## src/rtl/ptmr_pkg.sv

```systemverilog
package ptmr_pkg;

   // register addresses
   localparam int A_COUNT  = 0;
   localparam int A_CTRL   = 1;
   localparam int A_FLAGS  = 2;
   localparam int A_ENABLE = 3;
   localparam int A_CMP0   = 4;

   // flag / enable bit positions
   localparam int F_OVF  = 0;
   localparam int F_RTI  = 1;
   localparam int F_CMP0 = 2;

   // control word
   typedef struct packed {
      logic [1:0] rate;
      logic [1:0] psel;
   } ctrl_t;

   localparam int CTRL_W = $bits(ctrl_t);

endpackage

```

## src/rtl/ptmr_prescaler.sv

```systemverilog
module ptmr_prescaler #(
   parameter int PW = 4
) (
   input  logic       clk,
   input  logic       rst,
   input  logic [1:0] sel,
   input  logic       restart,
   output logic       tick
);

   if (PW < 4) begin : g_bad_pw
      $error("ptmr_prescaler: PW must hold a divide by 16");
   end

   logic [PW-1:0] div_q;
   logic [PW-1:0] last;

   always_comb begin
      case (sel)
         2'd0:    last = '0;
         2'd1:    last = PW'(3);
         2'd2:    last = PW'(7);
         default: last = PW'(15);
      endcase
   end

   assign tick = !restart && (div_q == last);

   always_ff @(posedge clk) begin
      if (rst) begin
         div_q <= '0;
      end else if (restart || tick) begin
         div_q <= '0;
      end else begin
         div_q <= div_q + PW'(1);
      end
   end

endmodule

```

## src/rtl/ptmr_rti.sv

```systemverilog
module ptmr_rti #(
   parameter int BASE_LOG2 = 13
) (
   input  logic       clk,
   input  logic       rst,
   input  logic [1:0] rate,
   output logic       tick
);

   localparam int TW = BASE_LOG2 + 3;

   if (BASE_LOG2 < 1) begin : g_bad_base
      $error("ptmr_rti: BASE_LOG2 must be positive");
   end

   logic [TW-1:0] tb_q;
   logic [TW-1:0] mask;

   // rate 3 uses all TW bits, each lower code drops one top bit
   assign mask = {TW{1'b1}} >> (2'd3 - rate);
   assign tick = &(tb_q | ~mask);

   always_ff @(posedge clk) begin
      if (rst) begin
         tb_q <= '0;
      end else begin
         tb_q <= tb_q + TW'(1);
      end
   end

endmodule

```

## src/rtl/ptmr_compare.sv

```systemverilog
module ptmr_compare #(
   parameter int W = 16
) (
   input  logic         clk,
   input  logic         rst,
   input  logic         load,
   input  logic [W-1:0] load_val,
   input  logic         cnt_step,
   input  logic [W-1:0] cnt_next,
   output logic [W-1:0] value,
   output logic         hit
);

   always_ff @(posedge clk) begin
      if (rst) begin
         value <= '0;
      end else if (load) begin
         value <= load_val;
      end
   end

   assign hit = cnt_step && (cnt_next == value);

endmodule

```

## src/rtl/ptmr_flags.sv

```systemverilog
module ptmr_flags #(
   parameter int NF = 4
) (
   input  logic          clk,
   input  logic          rst,
   input  logic [NF-1:0] set,
   input  logic [NF-1:0] clr,
   output logic [NF-1:0] q
);

   always_ff @(posedge clk) begin
      if (rst) begin
         q <= '0;
      end else begin
         q <= (q & ~clr) | set;
      end
   end

endmodule

```

## src/rtl/prescaled_timer.sv

```systemverilog
module prescaled_timer
   import ptmr_pkg::*;
#(
   parameter int CNT_W     = 16,
   parameter int N_CMP     = 2,
   parameter int ADDR_W    = 3,
   parameter int RTI_BASE  = 13,
   parameter int PRE_W     = 4
) (
   input  logic              clk,
   input  logic              rst,
   input  logic              bus_sel,
   input  logic              bus_wr,
   input  logic [ADDR_W-1:0] bus_addr,
   input  logic [CNT_W-1:0]  bus_wdata,
   output logic [CNT_W-1:0]  bus_rdata,
   output logic              irq
);

   localparam int NF = F_CMP0 + N_CMP;

   if (N_CMP < 1) begin : g_bad_ncmp
      $error("prescaled_timer: need at least one compare channel");
   end
   if (CNT_W < NF || CNT_W < CTRL_W) begin : g_bad_cntw
      $error("prescaled_timer: CNT_W too narrow for flag or control word");
   end
   if ((1 << ADDR_W) < A_CMP0 + N_CMP) begin : g_bad_addrw
      $error("prescaled_timer: ADDR_W too small for register map");
   end

   logic                         wr_en;
   logic                         ctrl_wr;
   logic                         psel_change;
   logic                         tick;
   logic                         rti_tick;
   ctrl_t                        ctrl_q;
   logic [CNT_W-1:0]             cnt_q;
   logic [CNT_W-1:0]             cnt_next;
   logic [NF-1:0]                en_q;
   logic [NF-1:0]                flags_q;
   logic [NF-1:0]                flag_set;
   logic [NF-1:0]                flag_clr;
   logic [N_CMP-1:0]             cmp_hit;
   logic [N_CMP-1:0][CNT_W-1:0]  cmp_vals;

   assign wr_en       = bus_sel && bus_wr;
   assign ctrl_wr     = wr_en && (bus_addr == ADDR_W'(A_CTRL));
   assign psel_change = ctrl_wr && (bus_wdata[1:0] != ctrl_q.psel);
   assign cnt_next    = cnt_q + CNT_W'(1);

   // control and enable registers
   always_ff @(posedge clk) begin
      if (rst) begin
         ctrl_q <= '0;
         en_q   <= '0;
      end else begin
         if (ctrl_wr) begin
            ctrl_q <= ctrl_t'(bus_wdata[CTRL_W-1:0]);
         end
         if (wr_en && (bus_addr == ADDR_W'(A_ENABLE))) begin
            en_q <= bus_wdata[NF-1:0];
         end
      end
   end

   ptmr_prescaler #(.PW(PRE_W)) i_pre (
      .clk     (clk),
      .rst     (rst),
      .sel     (ctrl_q.psel),
      .restart (psel_change),
      .tick    (tick)
   );

   // main counter
   always_ff @(posedge clk) begin
      if (rst) begin
         cnt_q <= '0;
      end else if (tick) begin
         cnt_q <= cnt_next;
      end
   end

   ptmr_rti #(.BASE_LOG2(RTI_BASE)) i_rti (
      .clk  (clk),
      .rst  (rst),
      .rate (ctrl_q.rate),
      .tick (rti_tick)
   );

   for (genvar k = 0; k < N_CMP; k++) begin : g_cmp
      ptmr_compare #(.W(CNT_W)) i_cmp (
         .clk      (clk),
         .rst      (rst),
         .load     (wr_en && (bus_addr == ADDR_W'(A_CMP0 + k))),
         .load_val (bus_wdata),
         .cnt_step (tick),
         .cnt_next (cnt_next),
         .value    (cmp_vals[k]),
         .hit      (cmp_hit[k])
      );
   end

   always_comb begin
      flag_set                       = '0;
      flag_set[F_OVF]                = tick && (&cnt_q);
      flag_set[F_RTI]                = rti_tick;
      flag_set[F_CMP0 +: N_CMP]      = cmp_hit;
   end

   assign flag_clr = (wr_en && (bus_addr == ADDR_W'(A_FLAGS))) ? bus_wdata[NF-1:0] : '0;

   ptmr_flags #(.NF(NF)) i_flags (
      .clk (clk),
      .rst (rst),
      .set (flag_set),
      .clr (flag_clr),
      .q   (flags_q)
   );

   assign irq = |(flags_q & en_q);

   // read mux
   always_comb begin
      bus_rdata = '0;
      if (bus_sel) begin
         if (bus_addr == ADDR_W'(A_COUNT)) begin
            bus_rdata = cnt_q;
         end
         if (bus_addr == ADDR_W'(A_CTRL)) begin
            bus_rdata = CNT_W'(ctrl_q);
         end
         if (bus_addr == ADDR_W'(A_FLAGS)) begin
            bus_rdata = CNT_W'(flags_q);
         end
         if (bus_addr == ADDR_W'(A_ENABLE)) begin
            bus_rdata = CNT_W'(en_q);
         end
         for (int k = 0; k < N_CMP; k++) begin
            if (bus_addr == ADDR_W'(A_CMP0 + k)) begin
               bus_rdata = cmp_vals[k];
            end
         end
      end
   end

endmodule

```

## config.mk

```make
export PLATFORM = sky130hd
export DESIGN_NAME = prescaled_timer
export DESIGN_NICKNAME = d
export VERILOG_FILES = /design/src/rtl/ptmr_pkg.sv /design/src/rtl/ptmr_prescaler.sv /design/src/rtl/ptmr_rti.sv /design/src/rtl/ptmr_compare.sv /design/src/rtl/ptmr_flags.sv /design/src/rtl/prescaled_timer.sv
export SDC_FILE = /design/constraint.sdc
export NUM_CORES = 1
export LEC_CHECK = 0
export ABC_CLOCK_PERIOD_IN_PS = 4150
export CORE_MARGIN = 5
export CORE_UTILIZATION = 61
export CTS_CLUSTER_SIZE = 25
export DETAILED_ROUTE_END_ITERATION = 16
export PLACE_DENSITY = 0.84
export SETUP_SLACK_MARGIN = 0.02
export SYNTH_ARGS = -nofsm -noshare
export SYNTH_HDL_FRONTEND = slang
export SYNTH_SLANG_ARGS = --single-unit
```

## constraint.sdc

```tcl
create_clock -name clk -period 4.15 [get_ports clk]
set_clock_uncertainty 0.2 [all_clocks]
set_input_delay 0.6225 -clock clk [delete_from_list [all_inputs] [get_ports clk]]
set_output_delay 0.6225 -clock clk [all_outputs]
set_load 0.01 [all_outputs]
```

# == Word-level counts from Yosys, hierarchy flattened ==
# Index checks and enable logic that the tools add are counted.
# classes
muxes,9
bitwise_logic,6
n_addsub,4
shift,1
n_eq_ne,11
reduce_logical,19
# op_table
cell,n
16-bit two-way mux,7
16-bit by 1-bit adder with 16-bit output (second input constant),2
16-bit equality test,2
16-bit AND reduction,2
16-bit inverter,1
16-bit bitwise OR,1
16-bit by 2-bit right shift with 16-bit output (first input constant),1
4-bit one-hot mux with 3 select lines,1
1-bit logical AND,11
4-bit AND,2
3-bit by 2-bit equality test with 1-bit output (second input constant),2
3-bit equality test (second input constant),2
4-bit by 1-bit adder with 4-bit output (second input constant),1
4-bit equality test,1
4-bit two-way mux,1
4-bit inverter,1
4-bit bitwise OR,1
4-bit OR reduction,1
3-bit by 1-bit equality test with 1-bit output (second input constant),1
3-bit zero test,1
2-bit by 1-bit equality test with 1-bit output (second input constant),1
2-bit equality test (second input constant),1
2-bit zero test,1
2-bit inequality test,1
4 further kinds,4
# word_totals
reg_bits,80
output_inout_bits,17
word_cells,59

# == Longest topological paths before layout ==
# logic_depth
depth_word,8
mapped_depth,8
mapped_depth_nobuf,7

# == Cells and area by module ==
# Synthesis repeated with hierarchy kept, for this count alone.
# unflattened
hier_cells,511
area_unflattened_um2,4464.3
# modules_own_cells
mod,cells_each,area_per_inst_um2,instances
prescaled_timer,240,1865.5,1
ptmr_compare,74,742.0,2
ptmr_rti,86,747.0,1
ptmr_prescaler,21,227.7,1
ptmr_flags,16,140.1,1

# == Worst setup path before layout ==
# No wires, ideal clock.
# synth_timing
path_type,input -> output
startpoint,input port bus_addr[2]
endpoint,output port bus_rdata[10]
arrival_time_ps,1690
n_path_buf,2
setup_slack_ps,1637
cell_stages,7
required_ps,3327
path_cell_list,buf_2 inv_2 nor2_1 nand2_1 clkbuf_1 o221ai_1 nor2_1
# synth_between
elab_chain_cells,8
word_cells_on_any_way,13
classes_between,eq/ne (5); mux (7); reduce/logical (1)
# synth_rtl
element,line_no,rtl
"start, declared",prescaled_timer.sv:14,"input logic [ADDR_W-1:0] bus_addr,"
3-bit zero test,prescaled_timer.sv:127,if (bus_addr == ADDR_W'(A_COUNT)) begin
16-bit two-way mux,prescaled_timer.sv:127,
16-bit two-way mux,prescaled_timer.sv:130,if (bus_addr == ADDR_W'(A_CTRL)) begin
16-bit two-way mux,prescaled_timer.sv:133,if (bus_addr == ADDR_W'(A_FLAGS)) begin
16-bit two-way mux,prescaled_timer.sv:136,if (bus_addr == ADDR_W'(A_ENABLE)) begin
16-bit two-way mux,prescaled_timer.sv:140,if (bus_addr == ADDR_W'(A_CMP0 + k)) begin
16-bit two-way mux *,prescaled_timer.sv:140,
16-bit two-way mux *,prescaled_timer.sv:126,if (bus_sel) begin
"end, declared",prescaled_timer.sv:16,"output logic [CNT_W-1:0] bus_rdata,"
# Mark *: on every way between the ends. The rest lies on a longest branch, timed or not.

# == Worst setup path after layout ==
# layout_timing
startpoint,input port bus_addr[2]
endpoint,output port bus_rdata[7]
# Same word-level chain as after synthesis.

==> out/metrics.cfg <==
[placed_design]
place.gp.congestion=0.992
dpl.hpwl_um=8420
postPlaceCellArea_um2=4910
io_buffers=39

[timing]
tightestPinTransition_ns=0.775
setup_viol=0
tns_ns=0
timing.fmax_mhz=279
rsz0062_at_grt=false
finalCritPeriodShare=0.865
slew_headroom=0.479
hold_viol=0
slew_viol_final=0
fin_crit_ns=3.59

[setup_path]
worstSetupStartpointType=input pin
path_delay_family=buffers and inverters
cp_cell_sequence=clkdlybuf4s50_1, inv_2, nor2_1, nand2_1, o221ai_1, nor2_1, clkdlybuf4s50_1
r2r_end=i_flags.q[3]$_SDFF_PP0_
crit_slowest_cell=clkdlybuf4s50_1
end_kind=primary output
crit_fanout=13
r2r_start=cnt_q[0]$_SDFFE_PP0P_
cp.depth=7
crit_end=bus_rdata[7]
startpoint=bus_addr[2]
cp_num_buf_inv=3
critPathArrivalTime_ns=2.77
crit_type=in2out
required_ns=3.33
regToRegSetupSlack_ns=1.37
cpPeakStageDelay_ns=0.50
worst-r2r-cell-count=6

[synthesis]
netlist_area_um2=4550
synth_cells=578
synth_area_leaders=dfxtp_1, nand2_1, xnor2_1
synth_edf_count=0
synth_common_cells=nand2_1, dfxtp_1, nor2_1
synth_area_per_cell_um2=7.86
yosys_warnings=0
synth_top_area_frac=0.352
ys_seq_area_frac=0.352
yosysMostFrequentCell=nand2_1
ys_ff_latch=80
synth_nets=604
async_flop_share=0
ys_types=58
yosys_most_used_dff=dfxtp_1
yosys.area.top_type=dfxtp_1

[finish]
nFillCells=611
area_growth_pct=13.3
final_cell_area_um2=5150
nNetsFinal=625
drive_gt1_frac=0.0662
multi_input_area_um2=2720
diodes=0
seq_area_um2=1600
fin_util=0.710

[job]
cap_violations=0

[global_route]
grt_max_degree=78
gr-total-overflow=0
grt_pass1_vias=3975
antenna_found_initial=0
grt_pass1_wl_um=19500
grtUsageTotal=0.271

[power]
leakage_uw=0.00186
powerDensity_nw_per_um2=323
peakVddDrop_v=0.000334

[drt]
drc=0
ant_nets=0
wl_per_cell_um=16.9
wirelength_um=11900
first_pass_iters=7
vias=4285
drtIter0Drc=457
viasPerCell=6.10

[floorplan]
fp.dieArea_um2=9280
initial_core_util=0.627
core-area_um2=7250
die_h_um=96.3
io_pins=40
rows=31
dieWidth_um=96.3

[clock_tree]
cts_setup_buffers=0
clk_pin_slew_ns=0.09
cts_resized=0
h-tree-depth=3
tritoncts=built
clock_sinks=80
cts_root_buf=clkbuf_8
cts_buffers=9
clk_path_buf_depth=2
holdBufCountCts=0
clk_latency_ns=0.36

[worst_hold_path]
min_path_type=reg2reg
min-delay-start=i_rti.tb_q[0]$_SDFF_PP0_

[run_status]
status=finished, final reports clean

layout by cell type, fill, tap and decap left out, drive strengths merged, types with 6 or more instances in the layout:
master / n
xor2: 33
nand3: 16
nand2b: 6
mux2i: 14
buf: 9
nor2: 70
and3: 12
nor3: 10
clkdlybuf4s50: 38
xnor2: 37
nor2b: 6
clkbuf: 10
o21ai: 14
o221ai: 12
inv: 9
nand4: 11
dfxtp: 80
nand2: 101
a21oi: 53
layer usage:
metal | GRT usage | vias up | wire (µm)
met5 | 0 | - | 0
met4 | 0.0713 | 0 | 228
met3 | 0.0547 | 25 | 980
met2 | 0.440 | 219 | 5600
met1 | 0.367 | 1998 | 5070
li1 | - | 2043 | -
cell type report:
cell class | instances | share of cell area
inverter | 6 | 0.00437
sequential | 80 | 0.311
tap | 99 | 0.0241
clock buffer | 10 | 0.0267
timing repair buffer | 47 | 0.0865
clock inverter | 6 | 0.0190
multi-input combinational | 455 | 0.528
worst min path at each step:
stage                                          end  cells past startpoint
after floorplan           i_rti.tb_q[0]$_SDFF_PP0_                      1
after global placement    i_rti.tb_q[0]$_SDFF_PP0_                      1
after detailed placement  i_rti.tb_q[0]$_SDFF_PP0_                      1
after CTS                 i_rti.tb_q[0]$_SDFF_PP0_                      1
after global routing      i_rti.tb_q[0]$_SDFF_PP0_                      1
final                     i_rti.tb_q[0]$_SDFF_PP0_                      1
registers in the layout, indices dropped and copies added (netlist names):
name,cells
i_pre.div_q,4
en_q,4
cnt_q,16
ctrl_q,4
i_flags.q,4
i_rti.tb_q,16
g_cmp.i_cmp.value,32
stage by stage:
| stage | setup slack [ns] | instances | power, µW | hold slack [ns] |
|---|---|---|---|---|
| after floorplan | 1.64 | 578 | 932 | 0.226 |
| after global routing | 0.451 | 703 | 1730 | 0.314 |
| final | 0.561 | 703 | 1660 | 0.269 |
| after CTS | 0.600 | 703 | 1670 | 0.273 |
| after global placement | 0.693 | 687 | 997 | 0.242 |
| after detailed placement | 0.607 | 687 | 1000 | 0.253 |
logic make-up after synthesis:
family	synth area share
AOI/OAI and AO/OA	0.151
DFF	0.352
adders and majority gates	0.00826
and+or+nand+nor	0.261
xor gates and xnor gates	0.135
muxes	0.0432
buffers and inverters	0.0493
report_power, final:
| group | switching, µW | total (µW) | leakage (µW) | internal, µW |
|---|---|---|---|---|
| Combinational | 98.0 | 181 | 0.00109 | 83.5 |
| Clock | 311 | 676 | 0.000119 | 365 |
| Sequential | 23.3 | 806 | 0.000647 | 783 |
| Total | 432 | 1660 | 0.00186 | 1230 |
No activity file was read; power rests on OpenSTA's default activity.
